==> src/rtl/sar_adc_reader.sv <==
module sar_adc_reader #(
  parameter int unsigned HALF_DIV  = 2,
  parameter int unsigned SETUP_CYC = 2,
  parameter int unsigned POST_CYC  = 1,
  parameter int unsigned QUIET_CYC = 3,
  parameter int unsigned PER_W     = 12
) (
  input  logic             clk,
  input  logic             rst,
  input  logic             start,
  input  logic             cont,
  input  logic [PER_W-1:0] period,
  input  logic             sdata,
  output logic             cs_n,
  output logic             sclk,
  output logic             busy,
  output logic             res_valid,
  output logic [11:0]      res_data,
  output logic             frame_err
);

  localparam int CW = 16;
  localparam logic [CW-1:0] SETUP_LAST = CW'(SETUP_CYC - 1);
  localparam logic [CW-1:0] HALF_LAST  = CW'(HALF_DIV - 1);
  localparam logic [CW-1:0] GAP_LAST   = CW'(POST_CYC + QUIET_CYC - 1);
  localparam logic [CW-1:0] GAP_LEN    = CW'(POST_CYC + QUIET_CYC);
  localparam logic [CW-1:0] HALF_LEN   = CW'(HALF_DIV);

  typedef enum logic [1:0] {S_IDLE, S_SETUP, S_SHIFT, S_GAP} st_t;

  st_t            st;
  logic [CW-1:0]  cnt;
  logic [4:0]     nfall;
  logic [15:0]    sh;
  logic [PER_W:0] pcnt;

  wire half_done = (cnt == HALF_LAST);
  wire gap_done  = (cnt >= GAP_LAST);
  wire per_done  = ({1'b0, period} <= pcnt + 1'b1);
  wire launch    = (st == S_IDLE && (start || cont)) ||
                   (st == S_GAP && gap_done && cont && per_done);

  assign busy = (st != S_IDLE);

  always_ff @(posedge clk) begin
    if (rst) begin
      st        <= S_IDLE;
      cs_n      <= 1'b1;
      sclk      <= 1'b1;
      cnt       <= '0;
      nfall     <= '0;
      sh        <= '0;
      pcnt      <= '0;
      res_valid <= 1'b0;
      res_data  <= '0;
      frame_err <= 1'b0;
    end else begin
      res_valid <= 1'b0;
      if (!pcnt[PER_W]) pcnt <= pcnt + 1'b1;
      if (launch) begin
        st    <= S_SETUP;
        cs_n  <= 1'b0;
        cnt   <= '0;
        pcnt  <= '0;
        nfall <= '0;
      end else begin
        case (st)
          S_SETUP: begin
            if (cnt == SETUP_LAST) begin
              st  <= S_SHIFT;
              cnt <= '0;
            end else cnt <= cnt + 1'b1;
          end
          S_SHIFT: begin
            if (!half_done) cnt <= cnt + 1'b1;
            else begin
              cnt  <= '0;
              sclk <= ~sclk;
              if (sclk) begin
                sh    <= {sh[14:0], sdata};
                nfall <= nfall + 1'b1;
              end else if (nfall == 5'd16) begin
                st        <= S_GAP;
                cs_n      <= 1'b1;
                res_valid <= 1'b1;
                res_data  <= sh[11:0];
                frame_err <= |sh[15:12];
              end
            end
          end
          S_GAP: begin
            if (!gap_done) cnt <= cnt + 1'b1;
            else if (!cont) st <= S_IDLE;
          end
          default: st <= S_IDLE;
        endcase
      end
    end
  end

  logic          cs_q, sclk_q, seen;
  logic [4:0]    fallcnt;
  logic [CW-1:0] lowcnt, hicnt;

  always_ff @(posedge clk) begin
    if (rst) begin
      cs_q    <= 1'b1;
      sclk_q  <= 1'b1;
      seen    <= 1'b0;
      fallcnt <= '0;
      lowcnt  <= '0;
      hicnt   <= '0;
    end else begin
      cs_q   <= cs_n;
      sclk_q <= sclk;
      if (!cs_n) seen <= 1'b1;
      if (cs_q && !cs_n) fallcnt <= '0;
      else if (sclk_q && !sclk) fallcnt <= fallcnt + 1'b1;
      lowcnt <= sclk ? '0 : lowcnt + 1'b1;
      if (!cs_n) hicnt <= '0;
      else if (hicnt != {CW{1'b1}}) hicnt <= hicnt + 1'b1;
    end
  end

  AST_SCLK_IDLE_HIGH: assert property (@(posedge clk) disable iff (rst)
    cs_n |-> sclk);
  AST_LOW_PHASE: assert property (@(posedge clk) disable iff (rst)
    ($rose(sclk) && !cs_n) |-> lowcnt == HALF_LEN);
  AST_FALLS_PER_FRAME: assert property (@(posedge clk) disable iff (rst)
    $rose(cs_n) |-> fallcnt == 5'd16);
  AST_VALID_ONE_CYCLE: assert property (@(posedge clk) disable iff (rst)
    res_valid |=> !res_valid);
  AST_VALID_AT_CS_RISE: assert property (@(posedge clk) disable iff (rst)
    res_valid |-> $rose(cs_n));
  AST_QUIET_GAP: assert property (@(posedge clk) disable iff (rst)
    ($fell(cs_n) && seen) |-> hicnt >= GAP_LEN);

endmodule

==> config.mk <==
export PLATFORM = sky130hd
export DESIGN_NAME = sar_adc_reader
export DESIGN_NICKNAME = d
export VERILOG_FILES = /design/src/rtl/sar_adc_reader.sv
export SDC_FILE = /design/constraint.sdc
export NUM_CORES = 1
export LEC_CHECK = 0
export BUFFER_PORTS_ARGS = -buffer_cell sky130_fd_sc_hd__buf_4
export CORE_UTILIZATION = 30
export CTS_BUF_LIST = sky130_fd_sc_hd__clkbuf_16
export CTS_CLUSTER_SIZE = 20
export DETAILED_ROUTE_END_ITERATION = 8
export GPL_ROUTABILITY_DRIVEN = 0
export PLACE_DENSITY = 0.48
export SYNTH_ARGS = -nofsm -noshare
export SYNTH_HDL_FRONTEND = slang
export SYNTH_SLANG_ARGS = --single-unit
==> constraint.sdc <==
create_clock -name clk -period 5.6 [get_ports clk]
set_clock_uncertainty 0.15 [all_clocks]
set_input_delay 0.56 -clock clk [delete_from_list [all_inputs] [get_ports clk]]
set_output_delay 0.56 -clock clk [all_outputs]
set_load 0.05 [all_outputs]
==> After elaboration in Yosys (flattened, before gate mapping) <==
Index checks and enable logic that the tools add are counted.
{ "word_totals": {"regBits": 68, "latch_bits": 0, "mem_bits_rw": 0, "romBits": 0, "input_bits": 17, "output_inout_bits": 17, "n_memories": 0} }
{ "op_classes": {"addsub": 3, "n_mul": 0, "div_mod_pow": 0, "order_cmp": 2, "eq_ne": 19, "shift": 0, "mux": 18, "bitwise": 4, "reduce_logical": 24} }
{ "op_table": {"columns": ["op", "n"], "rows": [
  ["16-bit two-way mux", 2],
  ["16-bit case mux with 2 select lines", 1],
  ["3-bit != test, second input constant", 6],
  ["16-bit by 1-bit adder with 16-bit output, second input constant", 1],
  ["16-bit by 1-bit == test with 1-bit output, second input constant", 1],
  ["16-bit by 2-bit >= comparator with 1-bit output, second input constant", 1],
  ["2-bit != test, second input constant", 7],
  ["13-bit by 1-bit adder with 13-bit output, second input constant", 1],
  ["12-bit by 13-bit less-or-equal comparator with 1-bit output", 1],
  ["13-bit two-way mux", 1],
  ["2-bit two-way mux", 6],
  ["6-bit AND reduction", 2],
  ["2-bit nonzero test", 5],
  ["4-bit AND reduction", 2],
  ["1-bit two-way mux", 7],
  ["2-bit case mux with 3 select lines", 1],
  ["3-bit AND reduction", 2],
  ["5-bit by 1-bit adder with 5-bit output, second input constant", 1],
  ["5-bit == test, second input constant", 1],
  ["5-bit AND reduction", 1],
  ["5-bit OR reduction", 1],
  ["2-bit == test, second input constant", 2],
  ["1-bit logical AND", 4],
  ["1-bit inverter", 4],
  ["7 further kinds", 9]
]} }

==> Depth between registers and ports, before layout <==
{ "logic_depth": {"word_depth": 7, "mapped_depth": 16, "mapped_depth_nobuf": 13} }

==> Least setup slack after synthesis <==
Ideal clock, no wire load.
{ "synth_timing": {"path_kind": "register to register", "startpoint": "reg pcnt[0]", "endpoint": "reg sclk", "setup_time_ns": 0.114, "arrival_ns": 3.123, "required_time_ns": 5.336, "slack_ns": 2.213, "stages_incl_launch_ff": 16, "period_less_slack_ns": 3.387, "cell_sequence": "dfxtp_1 -> ha_1 -> nand3_1 -> nor2_1 -> and3_1 -> clkbuf_1 -> nand3_1 -> xor2_1 -> ha_1 -> nand4b_1 -> nor4_1 -> nand4_1 -> and2_1 -> buf_4 -> a31o_2 -> a21o_1"} }
{ "synth_between": {"elab_chain_cells": 6} }
{ "synth_rtl": {"columns": ["element", "line", "rtl"], "rows": [
  ["start, declared", "35", "logic [PER_W:0] pcnt;"],
  ["start signal, assigned", "59", "if (!pcnt[PER_W]) pcnt <= pcnt + 1'b1;"],
  ["13-bit by 1-bit adder with 13-bit output", "39", "wire per_done = ({1'b0, period} <= pcnt + 1'b1);"],
  ["12-bit by 13-bit less-or-equal comparator with 1-bit output", "39", null],
  ["1-bit logical AND", "41", "(st == S_GAP && gap_done && cont && per_done);"],
  ["1-bit logical OR", "40", "wire launch = (st == S_IDLE && (start || cont)) ||"],
  ["1-bit inverter (no source line)", null, null],
  ["3-bit AND reduction (no source line)", null, null],
  ["end signal, assigned", "78", "sclk <= ~sclk;"],
  ["end, declared", "15", "output logic sclk,"]
]} }
Every way passes these cells.
A chain may end at the register's enable or synchronous reset.

==> Worst setup path after layout <==
{ "layout_timing": {"startpoint": "reg pcnt[0]", "endpoint": "reg nfall[0]"} }
{ "layout_between": {"elab_chain_cells": 5} }
{ "layout_rtl": {"columns": ["element", "line", "rtl"], "rows": [
  ["13-bit by 1-bit adder with 13-bit output", "39", null],
  ["12-bit by 13-bit less-or-equal comparator with 1-bit output", "39", null],
  ["1-bit logical AND", "41", null],
  ["1-bit logical OR", "40", null],
  ["2-bit OR reduction (no source line)", null, null],
  ["end signal, assigned", "81", "nfall <= nfall + 1'b1;"],
  ["end, declared", "33", "logic [4:0] nfall;"]
]} }
Every way passes these cells.

==> results.json <==
{
  "run_status": "finished clean",
  "finalSetupTns_ns": 0,
  "synth_top_area_frac": 0.386,
  "grt_antenna_before_repair": 0,
  "rsz0062_at_grt": "false",
  "crit_path_end_kind": "flop",
  "drive_above_1_share": 0.159,
  "synthFlopType": "sky130_fd_sc_hd__dfxtp_1",
  "final.period_utilization": 0.684,
  "post_synth_instance_area_um2": 3530,
  "crit_path_max_fanout": 35,
  "grt_use_total": 0.120,
  "yosysMostFrequentCell": "sky130_fd_sc_hd__dfxtp_1",
  "num_rows": 39,
  "achievable-frequency_mhz": 261,
  "avgViaCountPerCell": 4.73,
  "grt_pass1_vias": 2597,
  "synth_fp_nets": 415,
  "cts_hold_buffers": 0,
  "tightestPinTransition_ns": 0.661,
  "report.final.hold_viol_count": 0,
  "detailedRoute.firstIterationViolations": 102,
  "synth_warnings": 0,
  "setup_viol": 0,
  "placed_cells_incl_taps": 536,
  "post_drt_wl_per_cell_um": 12.4,
  "floorplan.die.height_um": 110,
  "worst_ep_arrival_time_ns": 3.88,
  "cts-root-buf": "sky130_fd_sc_hd__clkbuf_16",
  "core-area_um2": 11400,
  "static-leakage-power_nw": 1.60,
  "worst_setup_path_start_kind": "flop",
  "drv_cap": 0,
  "die_area_um2": 12200,
  "synth_sequential_area_ratio": 0.386,
  "synthToLayoutAreaGrowth_pct": 18.5,
  "cts-buffers-inserted": 9,
  "slew_headroom": 0.555,
  "crit_required_ns": 5.65,
  "final_period_minus_worst_setup_slack_ns": 3.83,
  "post_cts_resize_count": 0,
  "grt_start_max_net_pins": 36,
  "dr_total_vias": 2609,
  "synth_top_area_cell": "sky130_fd_sc_hd__dfxtp_1",
  "globalRouteOverflowTotal": 0,
  "tritoncts": "yes",
  "synth_common_cells": "sky130_fd_sc_hd__dfxtp_1 (68), sky130_fd_sc_hd__nor2_1 (47), sky130_fd_sc_hd__nand2b_1 (32)",
  "max-clock-path-buffers": 2,
  "drc": 0,
  "antenna-diode-count": 0,
  "portBuffers": 33,
  "yosys.cell_types.count": 46,
  "hold_class": "reg -> reg",
  "grt_pass1_wl_um": 12100,
  "clk_latency_ns": 0.33,
  "syn-mean-instance-area_um2": 9.39,
  "dp.final_hpwl_um": 4870,
  "dr.pass1.iters": 4,
  "post_cts.repair.setup_buffers": 0,
  "asyncSetResetFlopFracSynth": 0,
  "instances_no_fill": 552,
  "die_width_um": 110,
  "synth_top_area_cells": "sky130_fd_sc_hd__dfxtp_1 (39%), sky130_fd_sc_hd__mux2i_1 (8.8%), sky130_fd_sc_hd__ha_1 (7.8%), sky130_fd_sc_hd__nand2b_1 (5.7%), sky130_fd_sc_hd__xnor2_1 (5.2%)",
  "cellPowerDensity_nw_per_um2": 302,
  "critical_path_class": "reg -> reg",
  "drtAntennaViolNets": 0,
  "clock_tree.htree_level_count": 3,
  "clkSinkCount": 68,
  "worst_setup_hold_path_clk_slew_ns": 0.06,
  "post_synth_inst_count": 376,
  "drt_total_wl_um": 6840,
  "nNetsFinal": 443,
  "finalMaxSlewViolations": 0,
  "floorplan.io_pins": 34,
  "synth_edf_count": 0,
  "yosys_register_bits": 68,
  "max-vdd-ir-drop_mv": 0.157,
  "start_util": 0.309
}
-- power breakdown --
group,switching (W),leakage [nW],internal (W)
logic,0.0000863,0.894,0.0000522
registers,0.00000783,0.549,0.000491
clock network,0.000227,0.159,0.000398
-- layout make-up --
cell class              count  area (um^2)
flip-flops and latches     68         1360
well taps                 143          179
clock inverters             7          105
clock buffers               9          225
repair buffers             33          248
multi-input cells         279         2010
inverters                  13         48.8
fillers                  1165         7240
-- through the flow --
stage	power, W	utilization	hold WS (ns)	setup slack (ns)	area [um^2]
5_1_grt	0.00132	0.366	0.348	1.44	4180
2_1_floorplan	0.000613	-	0.299	2.21	3530
3_3_place_gp	0.000649	0.337	0.315	1.97	3850
3_5_place_dp	0.000650	0.337	0.322	1.77	3850
4_1_cts	0.00128	0.366	0.334	1.76	4180
6_report	0.00126	0.366	0.331	1.77	4180
-- cell usage in the layout (no fill, tap or decap), types with 2 or more instances in the layout --
| cell | n |
|---|---|
| sky130_fd_sc_hd__nand2b_1 | 32 |
| sky130_fd_sc_hd__nand2_1 | 12 |
| sky130_fd_sc_hd__inv_6 | 3 |
| sky130_fd_sc_hd__nor3_1 | 7 |
| sky130_fd_sc_hd__xnor2_1 | 21 |
| sky130_fd_sc_hd__clkbuf_16 | 9 |
| sky130_fd_sc_hd__nor2b_1 | 2 |
| sky130_fd_sc_hd__nand4_1 | 11 |
| sky130_fd_sc_hd__or3_1 | 3 |
| sky130_fd_sc_hd__buf_4 | 33 |
| sky130_fd_sc_hd__a211oi_1 | 3 |
| sky130_fd_sc_hd__ha_1 | 22 |
| sky130_fd_sc_hd__mux2i_1 | 31 |
| sky130_fd_sc_hd__and3_1 | 8 |
| sky130_fd_sc_hd__nor3b_1 | 3 |
| sky130_fd_sc_hd__a31o_2 | 2 |
| sky130_fd_sc_hd__a31oi_1 | 3 |
| sky130_fd_sc_hd__or4_4 | 3 |
| sky130_fd_sc_hd__and2_1 | 3 |
| sky130_fd_sc_hd__nand3_1 | 14 |
| sky130_fd_sc_hd__nand3b_4 | 2 |
| sky130_fd_sc_hd__a21oi_1 | 9 |
| sky130_fd_sc_hd__xor2_1 | 17 |
| sky130_fd_sc_hd__nor4_1 | 2 |
| sky130_fd_sc_hd__bufinv_16 | 2 |
| sky130_fd_sc_hd__inv_1 | 13 |
| sky130_fd_sc_hd__dfxtp_1 | 68 |
| sky130_fd_sc_hd__o211ai_1 | 2 |
| sky130_fd_sc_hd__nor2_1 | 47 |
| sky130_fd_sc_hd__o21ai_0 | 5 |
-- registers in the layout, indices dropped and copies added, names as in the netlist --
name	count
res_data	12
res_valid	1
sh	16
cnt	16
cs_n	1
nfall	5
st	2
sclk	1
frame_err	1
pcnt	13
-- worst paths after layout --
check	startpoint	to	slack (ns)	cells after the start
worst max-delay path	pcnt[0]$_SDFFE_PP0N_	nfall[0]$_SDFFE_PP0P_	1.77	13
worst min-delay path	res_data[5]$_SDFFE_PP0P_	res_data[5]$_SDFFE_PP0P_	0.33	2
worst max register to register	pcnt[0]$_SDFFE_PP0N_	nfall[0]$_SDFFE_PP0P_	1.77	13
worst min register to register	res_data[5]$_SDFFE_PP0P_	res_data[5]$_SDFFE_PP0P_	0.33	2
-- routing by layer --
metal	track usage	wire length [um]	vias to the layer above
met5	0	0	-
met4	0.0400	85	0
met3	0.0318	271	7
met2	0.187	2950	42
met1	0.160	3540	1212
li1	-	-	1348
-- cells by family (layout without fill, tap and decap cells) --
group | Yosys count | after routing | share of synthesized area
xor gates and xnor gates | 38 | 38 | 0.0943
AOI/OAI and AO/OA | 28 | 28 | 0.0514
adders and majority gates | 22 | 22 | 0.0780
buffers and inverters | 29 | 62 | 0.0436
muxes | 31 | 31 | 0.0879
DFF | 68 | 68 | 0.386
and+or+nand+nor | 160 | 160 | 0.259
-- critical path, cell delays in order, from the launching register on --
cell	delay [ns]
sky130_fd_sc_hd__dfxtp_1	0.40
sky130_fd_sc_hd__ha_1	0.23
sky130_fd_sc_hd__nand3_1	0.17
sky130_fd_sc_hd__nor2_1	0.21
sky130_fd_sc_hd__and3_1	0.28
sky130_fd_sc_hd__nand3_1	0.11
sky130_fd_sc_hd__xor2_1	0.16
sky130_fd_sc_hd__ha_1	0.30
sky130_fd_sc_hd__nand4b_1	0.19
sky130_fd_sc_hd__nor4_1	0.48
sky130_fd_sc_hd__nand4_1	0.23
sky130_fd_sc_hd__and2_1	0.31
sky130_fd_sc_hd__nand3b_4	0.35
sky130_fd_sc_hd__nor2_1	0.10
No activity file was read; power rests on OpenSTA's default activity.
